## config.mk

```make
export PLATFORM = sky130hd
export DESIGN_NAME = mem_cycle_seq
export DESIGN_NICKNAME = d
export VERILOG_FILES = /design/src/rtl/mcs_pkg.sv /design/src/rtl/mcs_rst_sync.sv /design/src/rtl/mcs_pulse_ctr.sv /design/src/rtl/mcs_parity.sv /design/src/rtl/mcs_store.sv /design/src/rtl/mem_cycle_seq.sv
export SDC_FILE = /design/constraint.sdc
export NUM_CORES = 1
export LEC_CHECK = 0
export BUFFER_PORTS_ARGS = -buffer_cell sky130_fd_sc_hd__buf_4
export CAP_MARGIN = 20
export CORE_MARGIN = 2
export CORE_UTILIZATION = 40
export DETAILED_ROUTE_END_ITERATION = 10
export PLACE_DENSITY = 0.69
export SLEW_MARGIN = 20
export SYNTH_ARGS = -nofsm -noshare
export SYNTH_HDL_FRONTEND = slang
export SYNTH_SLANG_ARGS = --single-unit
```

## constraint.sdc

```tcl
create_clock -name clk -period 16.7 [get_ports clk]
set_input_delay 3.34 -clock clk [delete_from_list [all_inputs] [get_ports clk]]
set_output_delay 3.34 -clock clk [all_outputs]
set_load 0.005 [all_outputs]
```

## src/rtl/mcs_pkg.sv

```systemverilog
package mcs_pkg;
  // Pulse schedule: each value names the pulse whose closing edge performs the action.
  localparam int TP_ADDR   = 1;   // address capture
  localparam int TP_ERA_LD = 5;   // scratch fetch (visible during pulse 6)
  localparam int TP_FIX_LD = 6;   // read-only fetch (visible during pulse 7)
  localparam int TP_WIN_LO = 7;   // first pulse of the processor window
  localparam int TP_WIN_HI = 10;  // last pulse of the processor window
  localparam int TP_WB     = 11;  // restore to storage

  // Content formula of the read-only region.
  function automatic logic [31:0] fixed_data(input logic [31:0] a);
    return a * 32'd677 + 32'd4951;
  endfunction
endpackage

```

## src/rtl/mcs_rst_sync.sv

```systemverilog
module mcs_rst_sync (
  input  logic clk,
  input  logic rst_n,
  output logic rst_sync_n
);
  logic ff1_q, ff2_q;

  always_ff @(posedge clk or negedge rst_n) begin
    if (!rst_n) begin
      ff1_q <= 1'b0;
      ff2_q <= 1'b0;
    end else begin
      ff1_q <= 1'b1;
      ff2_q <= ff1_q;
    end
  end

  assign rst_sync_n = ff2_q;
endmodule

```

## src/rtl/mcs_pulse_ctr.sv

```systemverilog
module mcs_pulse_ctr #(
  parameter int NPULSE = 12,
  localparam int TPW   = $clog2(NPULSE + 1)
) (
  input  logic           clk,
  input  logic           rst_n,
  output logic [TPW-1:0] tp
);
  logic [TPW-1:0] tp_q, tp_d;

  always_comb begin
    if (tp_q == TPW'(NPULSE)) tp_d = TPW'(1);
    else                      tp_d = tp_q + TPW'(1);
  end

  always_ff @(posedge clk or negedge rst_n) begin
    if (!rst_n) tp_q <= TPW'(1);
    else        tp_q <= tp_d;
  end

  assign tp = tp_q;

  // pulse index never leaves 1..NPULSE
  assert_tp_range_R1: assert property (@(posedge clk) disable iff (!rst_n)
    (tp_q >= TPW'(1)) && (tp_q <= TPW'(NPULSE)));
  // last pulse is followed by pulse 1
  assert_tp_wrap_R1: assert property (@(posedge clk) disable iff (!rst_n)
    (tp_q == TPW'(NPULSE)) |=> (tp_q == TPW'(1)));
endmodule

```

## src/rtl/mcs_parity.sv

```systemverilog
module mcs_parity #(
  parameter int DW = 15
) (
  input  logic [DW-1:0] wdata,
  output logic          wpar,
  input  logic [DW:0]   rword,
  output logic          rd_bad
);
  // Odd parity: parity bit set when the data has an even number of ones.
  assign wpar   = ~^wdata;
  // Stored word is bad when its total count of ones is even.
  assign rd_bad = ~^rword;
endmodule

```

## src/rtl/mcs_store.sv

```systemverilog
module mcs_store #(
  parameter int AW         = 6,
  parameter int DW         = 15,
  parameter int FIXED_BASE = 32,
  parameter int BAD_ADDR   = 63,
  localparam int WW        = DW + 1,
  localparam int EW        = $clog2(FIXED_BASE)
) (
  input  logic          clk,
  input  logic          rst_n,
  input  logic [AW-1:0] raddr,
  output logic [WW-1:0] rword,
  input  logic          we,
  input  logic [AW-1:0] waddr,
  input  logic [WW-1:0] wword
);
  localparam logic [WW-1:0] RST_WORD = {1'b1, {DW{1'b0}}};

  logic [WW-1:0] era [FIXED_BASE];
  logic [DW-1:0] rom_d;
  logic          rom_p;

  for (genvar i = 0; i < FIXED_BASE; i++) begin : g_word
    logic wen;
    assign wen = we && (waddr == AW'(i));
    always_ff @(posedge clk or negedge rst_n) begin
      if (!rst_n)   era[i] <= RST_WORD;
      else if (wen) era[i] <= wword;
    end
  end

  always_comb begin
    rom_d = DW'(mcs_pkg::fixed_data(32'(raddr)));
    rom_p = (~^rom_d) ^ (raddr == AW'(BAD_ADDR));
    if (raddr < AW'(FIXED_BASE)) rword = era[raddr[EW-1:0]];
    else                         rword = {rom_p, rom_d};
  end

  // no write ever reaches the read-only region
  assert_fixed_ro_R8: assert property (@(posedge clk) disable iff (!rst_n)
    we |-> (waddr < AW'(FIXED_BASE)));
  // every written word carries odd parity
  assert_wr_odd_R9: assert property (@(posedge clk) disable iff (!rst_n)
    we |-> (($countones(wword) % 2) == 1));
endmodule

```

## src/rtl/mem_cycle_seq.sv

```systemverilog
module mem_cycle_seq #(
  parameter int AW         = 6,
  parameter int DW         = 15,
  parameter int NPULSE     = 12,
  parameter int FIXED_BASE = 32,
  parameter int BAD_ADDR   = 63,
  localparam int TPW       = $clog2(NPULSE + 1)
) (
  input  logic           clk,
  input  logic           rst_n,
  input  logic [AW-1:0]  addr_in,
  input  logic           addr_ld,
  input  logic           mod_we,
  input  logic [DW-1:0]  mod_data,
  input  logic           alarm_clr,
  output logic [TPW-1:0] tp_idx,
  output logic [DW-1:0]  g_data,
  output logic           g_valid,
  output logic           par_alarm
);
  import mcs_pkg::*;

  logic           rst_i;
  logic [TPW-1:0] tp;
  logic [AW-1:0]  s_q, s_d;
  logic [DW-1:0]  g_q, g_d;
  logic           alarm_q, alarm_d;
  logic           s_en, g_en;
  logic           at_addr, at_era, at_fix, in_win, at_wb, is_fixed;
  logic           fetch, st_we, wpar, rd_bad;
  logic [DW:0]    rword;

  mcs_rst_sync u_rst (.clk(clk), .rst_n(rst_n), .rst_sync_n(rst_i));

  mcs_pulse_ctr #(.NPULSE(NPULSE)) u_ctr (.clk(clk), .rst_n(rst_i), .tp(tp));

  mcs_store #(.AW(AW), .DW(DW), .FIXED_BASE(FIXED_BASE), .BAD_ADDR(BAD_ADDR)) u_store (
    .clk(clk), .rst_n(rst_i), .raddr(s_q), .rword(rword),
    .we(st_we), .waddr(s_q), .wword({wpar, g_q}));

  mcs_parity #(.DW(DW)) u_par (.wdata(g_q), .wpar(wpar), .rword(rword), .rd_bad(rd_bad));

  // Pulse decode
  always_comb begin
    is_fixed = (s_q >= AW'(FIXED_BASE));
    at_addr  = (tp == TPW'(TP_ADDR));
    at_era   = (tp == TPW'(TP_ERA_LD));
    at_fix   = (tp == TPW'(TP_FIX_LD));
    in_win   = (tp >= TPW'(TP_WIN_LO)) && (tp <= TPW'(TP_WIN_HI));
    at_wb    = (tp == TPW'(TP_WB));
    fetch    = (at_era && !is_fixed) || (at_fix && is_fixed);
    st_we    = at_wb && !is_fixed;
  end

  // Next state
  always_comb begin
    s_en = at_addr && addr_ld;
    s_d  = addr_in;
    g_en = fetch || (in_win && mod_we);
    g_d  = fetch ? rword[DW-1:0] : mod_data;
    if (fetch && rd_bad) alarm_d = 1'b1;
    else if (alarm_clr)  alarm_d = 1'b0;
    else                 alarm_d = alarm_q;
  end

  // Registers
  always_ff @(posedge clk or negedge rst_i) begin
    if (!rst_i) begin
      s_q     <= '0;
      g_q     <= '0;
      alarm_q <= 1'b0;
    end else begin
      if (s_en) s_q <= s_d;
      if (g_en) g_q <= g_d;
      alarm_q <= alarm_d;
    end
  end

  assign tp_idx    = tp;
  assign g_data    = g_q;
  assign g_valid   = in_win;
  assign par_alarm = alarm_q;

  // address register moves only at the end of pulse 1
  assert_addr_hold_R2: assert property (@(posedge clk) disable iff (!rst_i)
    (tp != TPW'(TP_ADDR)) |=> $stable(s_q));
  // buffer is frozen outside fetch edges and the window
  assert_g_hold_R6: assert property (@(posedge clk) disable iff (!rst_i)
    (!fetch && !in_win) |=> $stable(g_q));
  // a window write lands in the buffer
  assert_g_mod_R6: assert property (@(posedge clk) disable iff (!rst_i)
    (in_win && mod_we) |=> (g_data == $past(mod_data)));
  // bad fetch raises the alarm
  assert_bad_sets_R10: assert property (@(posedge clk) disable iff (!rst_i)
    (fetch && rd_bad) |=> par_alarm);
  // alarm holds until cleared
  assert_alarm_sticky_R10: assert property (@(posedge clk) disable iff (!rst_i)
    (par_alarm && !alarm_clr) |=> par_alarm);
endmodule

```

==> out/summary.log, run 1 <==
[logic_synthesis] Synth area leader sky130_fd_sc_hd__dfrtp_1
[logic_synthesis] post-synthesis instance area 26300 um2
[global_route] first-pass GRT wire length 98900 um
[logic_synthesis] Post-synth ARST share 100%
[place] RePlAce Congestion 0.863
[global_route] pin count of the biggest net entering global routing 111
[power] areal power density over the cells 116 nW/um2
[worst_setup_path] source of the critical timing path s_q[4]
[floorplanning] overall die width 261 um
[timing] worst max-slew margin expressed relative to the limit 22.7%
[timing] fraction of the cycle the final worst path needs 34.4%
[worst_setup_path] sort of element at the end of the critical path flop
[worst_setup_path] largest stage delay on the critical path 0.76 ns
[finish] non-filler instance count after layout 2702
[place] number of instances in the placed design 2593
[finish] post-synthesis to final-layout area growth 11.3%
[cts] number of CTS-inserted buffers 57
[worst_setup_path] cell repeated most along the worst path sky130_fd_sc_hd__ha_1
[finish] NumNets Final 1875
[logic_synthesis] Yosys warning count 0
[route] number of DRC violations after detailed-routing iteration 0 1217
[logic_synthesis] Synth top area share 48.2%
[cts] Clock Tree Root sky130_fd_sc_hd__clkbuf_16
[place] Placement Setup Slack 10.99 ns
[worst_hold_path] launch point of the worst hold path u_rst.ff1_q
[place] placement-stage cell area 27400 um2
[global_route] global route total overflow 0
[logic_synthesis] synth top area cells sky130_fd_sc_hd__dfrtp_1 (48%), sky130_fd_sc_hd__mux2_2 (21%), sky130_fd_sc_hd__mux4_2 (9.7%)
[timing] Pins Over Slew Limit 0
[timing] post-layout worst setup margin 10.96 ns
[global_route] all-layer global routing usage 19.1%
[route] vias 15400
[finish] Inserted Diodes 0
[logic_synthesis] number of nets in the synthesized netlist 1878
[floorplanning] Die Footprint 67900 um2
[logic_synthesis] EDFF count, synth 0
[timing] final setup violating endpoints 0
[floorplanning] DIE HEIGHT 261 um
[worst_setup_path] maximum net fanout on the critical path 16
[worst_setup_path] slowest CP cell sky130_fd_sc_hd__dfrtp_1
[worst_setup_path] Worst setup SP type flop
[timing] setup repair after global routing missed its margin no
[worst_setup_path] critical path's top delay family adder cells
[cts] total setup buffers inserted after CTS 0
[logic_synthesis] most frequent cell after synthesis sky130_fd_sc_hd__dfrtp_1
[logic_synthesis] register bit total from synthesis 540
[finish] count of filler cells inserted in the layout 5662
[worst_hold_path] Hold Crit Class reg2reg
[timing] minimum period implied by the final worst setup slack 5.74 ns
[place] post-DP HPWL 39600 um
[logic_synthesis] Cells after Synth 1793
[floorplanning] placeable core region 65500 um2
[worst_setup_path] CP Buf/Inv Count 2
[cts] clock edge transition at the registers on the reported setup and hold paths 0.06 ns
[logic_synthesis] part of the Yosys area used for sequential elements 51.5%
[logic_synthesis] Most used DFF post-synth sky130_fd_sc_hd__dfrtp_1
[route] Avg Vias per Cell 5.72
[worst_setup_path] worst reg2reg startpoint s_q[4]
[cts] maximum root-to-sink buffer count 3
[worst_setup_path] WP data required 17.20 ns
[worst_setup_path] critical path start-end classification reg2reg
[timing] clock tree skew after final layout 0.0202 ns
[logic_synthesis] mean post-synth cell area 14.7 um2
[power] peak supply drop 105 uV
[floorplanning] number of primary I/O pins 47
[finish] fin area 29300 um2
[finish] fraction of layout cells with a size suffix above 1 45.5%
[status] result of the run finished, final reports clean
[power] Static Leak 14.2 nW
[route] Avg WL per Cell 23.6 um
[logic_synthesis] most instantiated cells after synthesis sky130_fd_sc_hd__dfrtp_1 (507), sky130_fd_sc_hd__mux2_2 (488), sky130_fd_sc_hd__mux4_2 (114)
[timing] aggregate negative setup slack 0 ns
[cts] number of clock sinks 540
[cts] H-tree levels 2
[cts] clock tree from TritonCTS yes
[route] final antenna-violating net count 0
[cts] source-to-sink clock delay at the later pin of the worst-skew pair 0.63 ns
[cts] hold buffer count at cts 0
[global_route] number of global-route vias before repair 16200
[timing] Max Clk Rate 174 MHz
[worst_setup_path] cell breakdown of the critical path clkinv_1 -> fa_1 -> inv_1 -> ha_1 -> ha_1 -> ha_1 -> o21ai_0 -> a221o_1 -> o21ai_0 -> o31a_1 -> xnor2_1 -> xnor3_1 -> mux2i_1 -> xnor3_1 -> xor2_1 -> a22o_1
[timing] smallest hold slack 0.349 ns
[route] iteration count of the initial detailed-routing pass 5
[route] post-detailed-routing wire length 63800 um
[place] input/output buffers 46
[global_route] number of antenna violations at the first check in global routing 0
[worst_setup_path] Crit path arrival time 6.25 ns
[floorplanning] effective utilization at floorplan 40.2%
[floorplanning] FP Rows 94
[flow_run] max-capacitance violation count 0
[timing] final number of hold-violating endpoints 0
[route] DR DRC count 0
[cts] number of gates given a new drive strength after cts 0
[logic_synthesis] distinct cell type count of the synthesized netlist 62
[timing] transition time of the tightest slew-check pin 1.16 ns
kinds of logic (layout without fill, tap and decap cells):
kind of cell | after synthesis | count (layout) | synth area share [%]
compound gates | 153 | 153 | 3.65
xor+xnor | 46 | 46 | 2.06
fa+ha+maj | 59 | 59 | 3.03
buf+inv | 171 | 216 | 3.08
flops | 540 | 540 | 51.5
mux | 646 | 646 | 33.8
other cells | 1 | 1 | 0.0142
simple gates | 177 | 177 | 2.92
cells in the final DEF, fill, tap and decap left out, types with 29 or more instances in the layout:
cell,netlist,routed
sky130_fd_sc_hd__mux4_2,114,114
sky130_fd_sc_hd__o21ai_0,55,55
sky130_fd_sc_hd__buf_4,6,77
sky130_fd_sc_hd__ha_1,51,51
sky130_fd_sc_hd__clkbuf_16,0,57
sky130_fd_sc_hd__mux2_2,488,488
sky130_fd_sc_hd__a21oi_1,29,29
sky130_fd_sc_hd__nand2_1,106,102
sky130_fd_sc_hd__xnor2_1,30,29
sky130_fd_sc_hd__dfrtp_1,507,504
sky130_fd_sc_hd__dfstp_2,33,33
stage by stage:
stage / total power [mW] / util (%)
2_1_floorplan: 1.97 / -
3_3_place_gp: 2.12 / 41.7
3_5_place_dp: 2.15 / 41.8
4_1_cts: 3.44 / 44.7
5_1_grt: 3.56 / 44.8
6_report: 3.41 / 44.8
worst register-to-register path, cell delays in order (launching register included):
cell                       delay, ns
sky130_fd_sc_hd__dfrtp_1        0.76
sky130_fd_sc_hd__clkinv_1       0.66
sky130_fd_sc_hd__fa_1           0.72
sky130_fd_sc_hd__inv_1          0.05
sky130_fd_sc_hd__ha_1           0.29
sky130_fd_sc_hd__ha_1           0.28
sky130_fd_sc_hd__ha_1           0.31
sky130_fd_sc_hd__o21ai_0        0.16
sky130_fd_sc_hd__a221o_1        0.42
sky130_fd_sc_hd__o21ai_0        0.32
sky130_fd_sc_hd__o31a_1         0.18
sky130_fd_sc_hd__xnor2_1        0.15
sky130_fd_sc_hd__xnor3_1        0.47
sky130_fd_sc_hd__mux2i_1        0.18
sky130_fd_sc_hd__xnor3_1        0.35
sky130_fd_sc_hd__xor2_1         0.15
sky130_fd_sc_hd__a22o_1         0.19
routing by layer:
metal	share of wire [%]	GRT usage (%)	vias to the layer above
met5	0	0	-
met4	2.6	5.92	0
met3	5.0	2.95	106
met2	48	31.1	440
met1	45	26.6	8288
li1	-	-	6614
cell type report:
cell class                 count  area [um2]  area share (%)
sequential                   540       13600            46.3
multi-input combinational   1082       12000            40.9
clock buffer                  82        1680            5.73
tap                          864        1080            3.69
timing repair buffer          81         639            2.18
clock inverter                25         245           0.836
inverter                      28         105           0.358
sequential cells by signal, summed over array words and instances (netlist names):
| signal | count |
|---|---|
| u_rst.rst_sync_n | 1 |
| u_ctr.tp | 4 |
| s_q | 6 |
| u_store.era | 512 |
| g_data | 15 |
| u_rst.ff1_q | 1 |
| par_alarm | 1 |
worst paths after layout:
path	endpoint	slack, ns	cells after the start
min	u_rst.rst_sync_n	0.35	0
max reg2reg	par_alarm	10.96	16
min in group asynchronous	u_store.era[277]	0.40	0
min reg2reg	u_rst.rst_sync_n	0.35	0
max in group asynchronous	u_store.era[104]	14.03	2
max	par_alarm	10.96	16
report_power, final:
group,switching (mW),leakage [nW],total (mW),internal [mW]
combinational,0.390,5.89,0.743,0.353
sequential,0.0294,7.33,1.38,1.35
clock,0.531,0.961,1.29,0.760
(Power assumes the default switching activity.)
==> run 2: changes to the inputs <==
--- a/config.mk
+++ b/config.mk
@@ -10,7 +10,7 @@
 export CORE_MARGIN = 2
 export CORE_UTILIZATION = 40
 export DETAILED_ROUTE_END_ITERATION = 10
-export PLACE_DENSITY = 0.69
+export PLACE_DENSITY = 0.67
 export SLEW_MARGIN = 20
 export SYNTH_ARGS = -nofsm -noshare
 export SYNTH_HDL_FRONTEND = slang
==> constraint.sdc (replaced) <==
create_clock -name clk -period 5.8 [get_ports clk]
set_input_delay 1.16 -clock clk [delete_from_list [all_inputs] [get_ports clk]]
set_output_delay 1.16 -clock clk [all_outputs]
set_load 0.005 [all_outputs]
==> out/summary.log, run 2 (synthesis results as in run 1) <==
[place] input/output buffers 46
[timing] worst max-slew margin expressed relative to the limit 23.3%
[timing] smallest hold slack 0.326 ns
[timing] final number of hold-violating endpoints 0
[route] Avg Vias per Cell 5.71
[global_route] global route total overflow 0
[flow_run] max-capacitance violation count 0
[finish] max reg flops 512
[timing] minimum period implied by the final worst setup slack 4.95 ns
[timing] Max Clk Rate 202 MHz
[cts] number of gates given a new drive strength after cts 0
[cts] Clock Tree Root sky130_fd_sc_hd__clkbuf_16
[power] peak supply drop 244 uV
[floorplanning] FP Rows 94
[floorplanning] Die Footprint 67900 um2
[global_route] number of global-route vias before repair 16300
[power] Static Leak 14.2 nW
[timing] clock tree skew after final layout 0.0132 ns
[finish] fraction of layout cells with a size suffix above 1 45.3%
[floorplanning] number of primary I/O pins 47
[cts] total setup buffers inserted after CTS 0
[finish] Inserted Diodes 0
[route] final antenna-violating net count 0
[timing] final setup violating endpoints 0
[cts] clock tree from TritonCTS yes
[worst_setup_path] sort of element at the end of the critical path flop
[finish] register bank with the most flops u_store.era
[route] Avg WL per Cell 23.8 um
[place] number of instances in the placed design 2607
[global_route] all-layer global routing usage 19.3%
[cts] source-to-sink clock delay at the later pin of the worst-skew pair 0.60 ns
[worst_setup_path] critical path start-end classification reg2reg
[cts] hold buffer count at cts 0
[floorplanning] placeable core region 65500 um2
[finish] non-filler instance count after layout 2712
[cts] number of CTS-inserted buffers 56
[route] DR DRC count 0
[finish] NumNets Final 1887
[timing] aggregate negative setup slack 0 ns
[finish] post-layout utilization of the core 44.8%
[place] RePlAce Congestion 0.877
[route] post-detailed-routing wire length 64400 um
[worst_setup_path] Crit path arrival time 5.43 ns
[timing] transition time of the tightest slew-check pin 1.15 ns
[finish] post-synthesis to final-layout area growth 11.5%
[finish] commonest non-fill, non-tap cell in the layout sky130_fd_sc_hd__dfrtp_1
[timing] fraction of the cycle the final worst path needs 85.3%
[worst_setup_path] maximum net fanout on the critical path 24
[place] post-DP HPWL 39500 um
[route] vias 15500
[worst_hold_path] Hold Crit Class in2async
[cts] maximum root-to-sink buffer count 3
[route] iteration count of the initial detailed-routing pass 5
[global_route] first-pass GRT wire length 99700 um
[finish] most used cells in the layout excluding fill and tap cells sky130_fd_sc_hd__dfrtp_1 (502), sky130_fd_sc_hd__mux2_2 (488), sky130_fd_sc_hd__mux4_2 (114), sky130_fd_sc_hd__nand2_1 (106), sky130_fd_sc_hd__buf_4 (87)
[timing] setup repair after global routing missed its margin no
[status] result of the run finished, final reports clean
[floorplanning] overall die width 261 um
[cts] number of clock sinks 540
[cts] H-tree levels 2
[worst_setup_path] Worst setup SP type flop
[timing] post-layout worst setup margin 0.852 ns
[timing] Pins Over Slew Limit 0
[cts] clock edge transition at the registers on the reported setup and hold paths 0.06 ns
[place] Placement Setup Slack 0.880 ns
[global_route] number of antenna violations at the first check in global routing 1
[floorplanning] DIE HEIGHT 261 um
[floorplanning] effective utilization at floorplan 40.2%
[power] areal power density over the cells 332 nW/um2
[worst_setup_path] WP data required 6.29 ns
[global_route] pin count of the biggest net entering global routing 179
[route] number of DRC violations after detailed-routing iteration 0 1118
==> run 2: cell count changes in the layout (fill, tap and decap cells not counted), sizes merged <==
cell,change
buf,+13
clkinv,-4
clkinvlp,-1
clkbuf,+4
inv,-2
==> run 2: area by class of cell <==
type	instances	area, um2
Fill cell	5680	36100
Sequential cell	540	13600
Multi-Input combinational cell	1082	12000
Clock buffer	86	1670
Tap cell	864	1080
Timing Repair Buffer	94	779
Clock inverter	18	193
Inverter	28	105
==> run 2: routing by layer <==
metal,track usage [%],up-vias,routed length [um]
li1,-,6641,-
met4,5.38,2,1670
met1,26.6,8308,28500
met2,31.2,419,30600
met5,0,-,9
met3,3.90,110,3720
==> run 2: metrics by stage <==
stage                     instance area, um2  total power, mW
after floorplan                        26300             5.68
after global placement                 27500             6.09
after detailed placement               27500             6.18
after CTS                              29400             9.84
after global routing                   29400             10.2
final                                  29400             9.75
==> run 2: worst paths after layout <==
path | start | slack, ns | cells after the start | endpoint
setup / recovery | s_q[1] | 0.85 | 16 | par_alarm
hold / removal | rst_n | 0.33 | 1 | u_rst.rst_sync_n
setup reg to reg | s_q[1] | 0.85 | 16 | par_alarm
hold reg to reg | u_rst.ff1_q | 0.35 | 0 | u_rst.rst_sync_n
max in group asynchronous | u_rst.rst_sync_n | 3.92 | 1 | g_data[10]
min in group clk | u_rst.ff1_q | 0.35 | 0 | u_rst.rst_sync_n
==> run 2: critical path, stage by stage, from the launching register on <==
cell                      delay, ns
sky130_fd_sc_hd__dfrtp_4       0.69
sky130_fd_sc_hd__inv_1         0.20
sky130_fd_sc_hd__fa_1          0.57
sky130_fd_sc_hd__inv_1         0.05
sky130_fd_sc_hd__ha_1          0.27
sky130_fd_sc_hd__ha_1          0.18
sky130_fd_sc_hd__ha_1          0.38
sky130_fd_sc_hd__a21oi_1       0.32
sky130_fd_sc_hd__o21a_1        0.17
sky130_fd_sc_hd__o21ai_0       0.15
sky130_fd_sc_hd__o31a_1        0.28
sky130_fd_sc_hd__xnor2_1       0.20
sky130_fd_sc_hd__xnor3_1       0.48
sky130_fd_sc_hd__mux2i_1       0.20
sky130_fd_sc_hd__xnor3_1       0.35
sky130_fd_sc_hd__xor2_1        0.15
sky130_fd_sc_hd__a22o_1        0.19
==> run 2: report_power, final <==
part           total [mW]  switching [mW]  internal, mW
sequential           3.98          0.0873          3.89
combinational        2.13            1.11          1.03
clock                3.64            1.49          2.14
==> run 3: changes to the inputs <==
--- a/config.mk
+++ b/config.mk
@@ -8,9 +8,9 @@
 export BUFFER_PORTS_ARGS = -buffer_cell sky130_fd_sc_hd__buf_4
 export CAP_MARGIN = 20
 export CORE_MARGIN = 2
-export CORE_UTILIZATION = 40
+export CORE_UTILIZATION = 43
 export DETAILED_ROUTE_END_ITERATION = 10
-export PLACE_DENSITY = 0.67
+export PLACE_DENSITY = 0.7
 export SLEW_MARGIN = 20
 export SYNTH_ARGS = -nofsm -noshare
 export SYNTH_HDL_FRONTEND = slang
==> out/summary.log, run 3 (synthesis results as in run 1) <==
[worst_hold_path] Hold Crit Class in2async
[finish] non-filler instance count after layout 2621
[floorplanning] effective utilization at floorplan 43.5%
[flow_run] max-capacitance violation count 0
[worst_setup_path] cell count of the worst reg-to-reg path 16
[finish] register bank with the most flops u_store.era
[route] iteration count of the initial detailed-routing pass 5
[cts] source-to-sink clock delay at the later pin of the worst-skew pair 0.62 ns
[power] peak supply drop 323 uV
[timing] transition time of the tightest slew-check pin 1.15 ns
[cts] hold buffer count at cts 0
[global_route] pin count of the biggest net entering global routing 186
[worst_setup_path] sort of element at the end of the critical path flop
[timing] Max Clk Rate 202 MHz
[power] Internal 7.02 mW
[cts] clock tree from TritonCTS yes
[floorplanning] Die Footprint 63200 um2
[route] DR DRC count 0
[cts] total setup buffers inserted after CTS 0
[route] final antenna-violating net count 0
[worst_setup_path] Worst setup SP type flop
[worst_setup_path] Crit path arrival time 5.45 ns
[finish] commonest non-fill, non-tap cell in the layout sky130_fd_sc_hd__dfrtp_1
[route] vias 15500
[global_route] global route total overflow 0
[finish] fraction of layout cells with a size suffix above 1 45.2%
[worst_setup_path] cell repeated most along the worst path sky130_fd_sc_hd__ha_1
[power] areal power density over the cells 333 nW/um2
[power] relative contribution of sequential cells to total power 41.4%
[global_route] number of antenna violations at the first check in global routing 0
[worst_setup_path] worst reg2reg startpoint s_q[4]
[worst_setup_path] RR Endpoint par_alarm
[route] Avg WL per Cell 24.0 um
[cts] H-tree levels 2
[finish] post-synthesis to final-layout area growth 10.9%
[finish] most used cells in the layout excluding fill and tap cells sky130_fd_sc_hd__dfrtp_1 (496), sky130_fd_sc_hd__mux2_2 (488), sky130_fd_sc_hd__mux4_2 (114), sky130_fd_sc_hd__nand2_1 (106), sky130_fd_sc_hd__buf_4 (81)
[finish] count of filler cells inserted in the layout 5108
[finish] Inserted Diodes 0
[worst_setup_path] WP data required 6.30 ns
[power] clock share of power 37.2%
[global_route] first-pass GRT wire length 98200 um
[place] RePlAce Congestion 0.866
[route] post-detailed-routing wire length 63000 um
[cts] number of gates given a new drive strength after cts 0
[timing] final setup violating endpoints 0
[floorplanning] overall die width 251 um
[timing] setup repair after global routing missed its margin no
[power] combinational cell fraction of total power 21.4%
[timing] final number of hold-violating endpoints 0
[cts] maximum root-to-sink buffer count 3
[timing] fraction of the cycle the final worst path needs 85.2%
[timing] worst max-slew margin expressed relative to the limit 23.0%
[cts] Clock Tree Root sky130_fd_sc_hd__clkbuf_16
[power] power dissipated by switching net loads 2.70 mW
[timing] clock tree skew after final layout 0.0163 ns
[power] Static Leak 14.1 nW
[route] number of DRC violations after detailed-routing iteration 0 1000
[floorplanning] DIE HEIGHT 251 um
[global_route] all-layer global routing usage 20.2%
[cts] number of CTS-inserted buffers 56
[finish] post-layout utilization of the core 48.3%
[timing] minimum period implied by the final worst setup slack 4.94 ns
[floorplanning] number of primary I/O pins 47
[timing] Pins Over Slew Limit 0
[status] result of the run finished, final reports clean
[place] number of instances in the placed design 2518
[global_route] number of global-route vias before repair 16400
[power] Switching Share 27.8%
[timing] aggregate negative setup slack 0 ns
[worst_setup_path] largest stage delay on the critical path 0.64 ns
[floorplanning] placeable core region 60500 um2
[floorplanning] FP Rows 90
[worst_setup_path] critical path start-end classification reg2reg
[finish] max reg flops 512
[route] Avg Vias per Cell 5.90
[worst_setup_path] slowest CP cell sky130_fd_sc_hd__fa_1
[place] post-DP HPWL 38900 um
[worst_setup_path] cell breakdown of the critical path clkinv_1 -> fa_1 -> inv_1 -> ha_1 -> ha_1 -> ha_1 -> o21ai_0 -> a221o_1 -> o21ai_0 -> o31a_1 -> xnor2_1 -> xnor3_1 -> mux2i_1 -> xnor3_1 -> xor2_1 -> a22o_1
[worst_setup_path] setup slack on the worst flop-to-flop path 0.86 ns
[cts] number of clock sinks 540
[place] input/output buffers 46
[worst_setup_path] maximum net fanout on the critical path 10
[finish] NumNets Final 1879
[cts] clock edge transition at the registers on the reported setup and hold paths 0.06 ns
[run 3: changes by cell type in the layout (fill, tap and decap cells not counted), moves of 2 or more]
cell and change:
sky130_fd_sc_hd__buf_4 -6, sky130_fd_sc_hd__dfrtp_1 -6, sky130_fd_sc_hd__clkinvlp_4 +2, sky130_fd_sc_hd__clkbuf_1 +2, sky130_fd_sc_hd__clkinv_2 -4, sky130_fd_sc_hd__clkbuf_8 -5
sky130_fd_sc_hd__dfrtp_2 +6
[run 3: how the worst max path moves through the flow]
stage,from,slack [ns],to
2_1_floorplan,s_q[1],0.34,par_alarm
3_3_place_gp,s_q[4],1.06,par_alarm
3_5_place_dp,s_q[4],0.90,par_alarm
4_1_cts,s_q[4],0.90,par_alarm
5_1_grt,s_q[4],0.62,par_alarm
6_report,s_q[4],0.86,par_alarm
[run 3: per-stage QoR]
step	worst slack [ns]	total power, mW	hold slack [ns]	area (um2)
after floorplan	0.340	5.68	0.331	26300
after global placement	1.06	6.11	0.339	27300
after detailed placement	0.896	6.15	0.343	27300
after CTS	0.896	9.79	0.295	29200
after global routing	0.615	10.1	0.299	29200
final	0.856	9.72	0.327	29200
[run 3: cell type report]
type / count / area (um2) / area share [%]
inverters: 28 / 105 / 0.360
flip-flops and latches: 540 / 13600 / 46.5
multi-input cells: 1082 / 12000 / 41.0
clock inverters: 19 / 221 / 0.758
well taps: 782 / 978 / 3.35
clock buffers: 84 / 1630 / 5.58
repair buffers: 86 / 708 / 2.43
[run 3: power by group through the flow]
stage	Combinational (mW)	Sequential [mW]	Clock (mW)
after detailed placement	2.07	4.09	0
final	2.09	4.02	3.62
after global placement	2.03	4.08	0
after global routing	2.25	4.04	3.84
after floorplan	1.61	4.06	0
after CTS	2.08	4.02	3.69
[run 3: metal layers]
metal  vias to the layer above  routed length, um  track usage [%]
li1                       6630                  -                -
met1                      8341              27900             27.5
met2                       376              30500             33.4
met3                       124               2630             2.81
met4                         0               1900             7.09
met5                         -                  0                0
[run 3: critical path: cells and delay by family, from the launching register on]
kind	cells	cell delay (ns)
adders and majority gates	4	1.50
AOI/OAI and AO/OA	5	1.32
buffers and inverters	2	0.37
muxes	1	0.19
DFF	1	0.35
xor gates and xnor gates	4	1.12
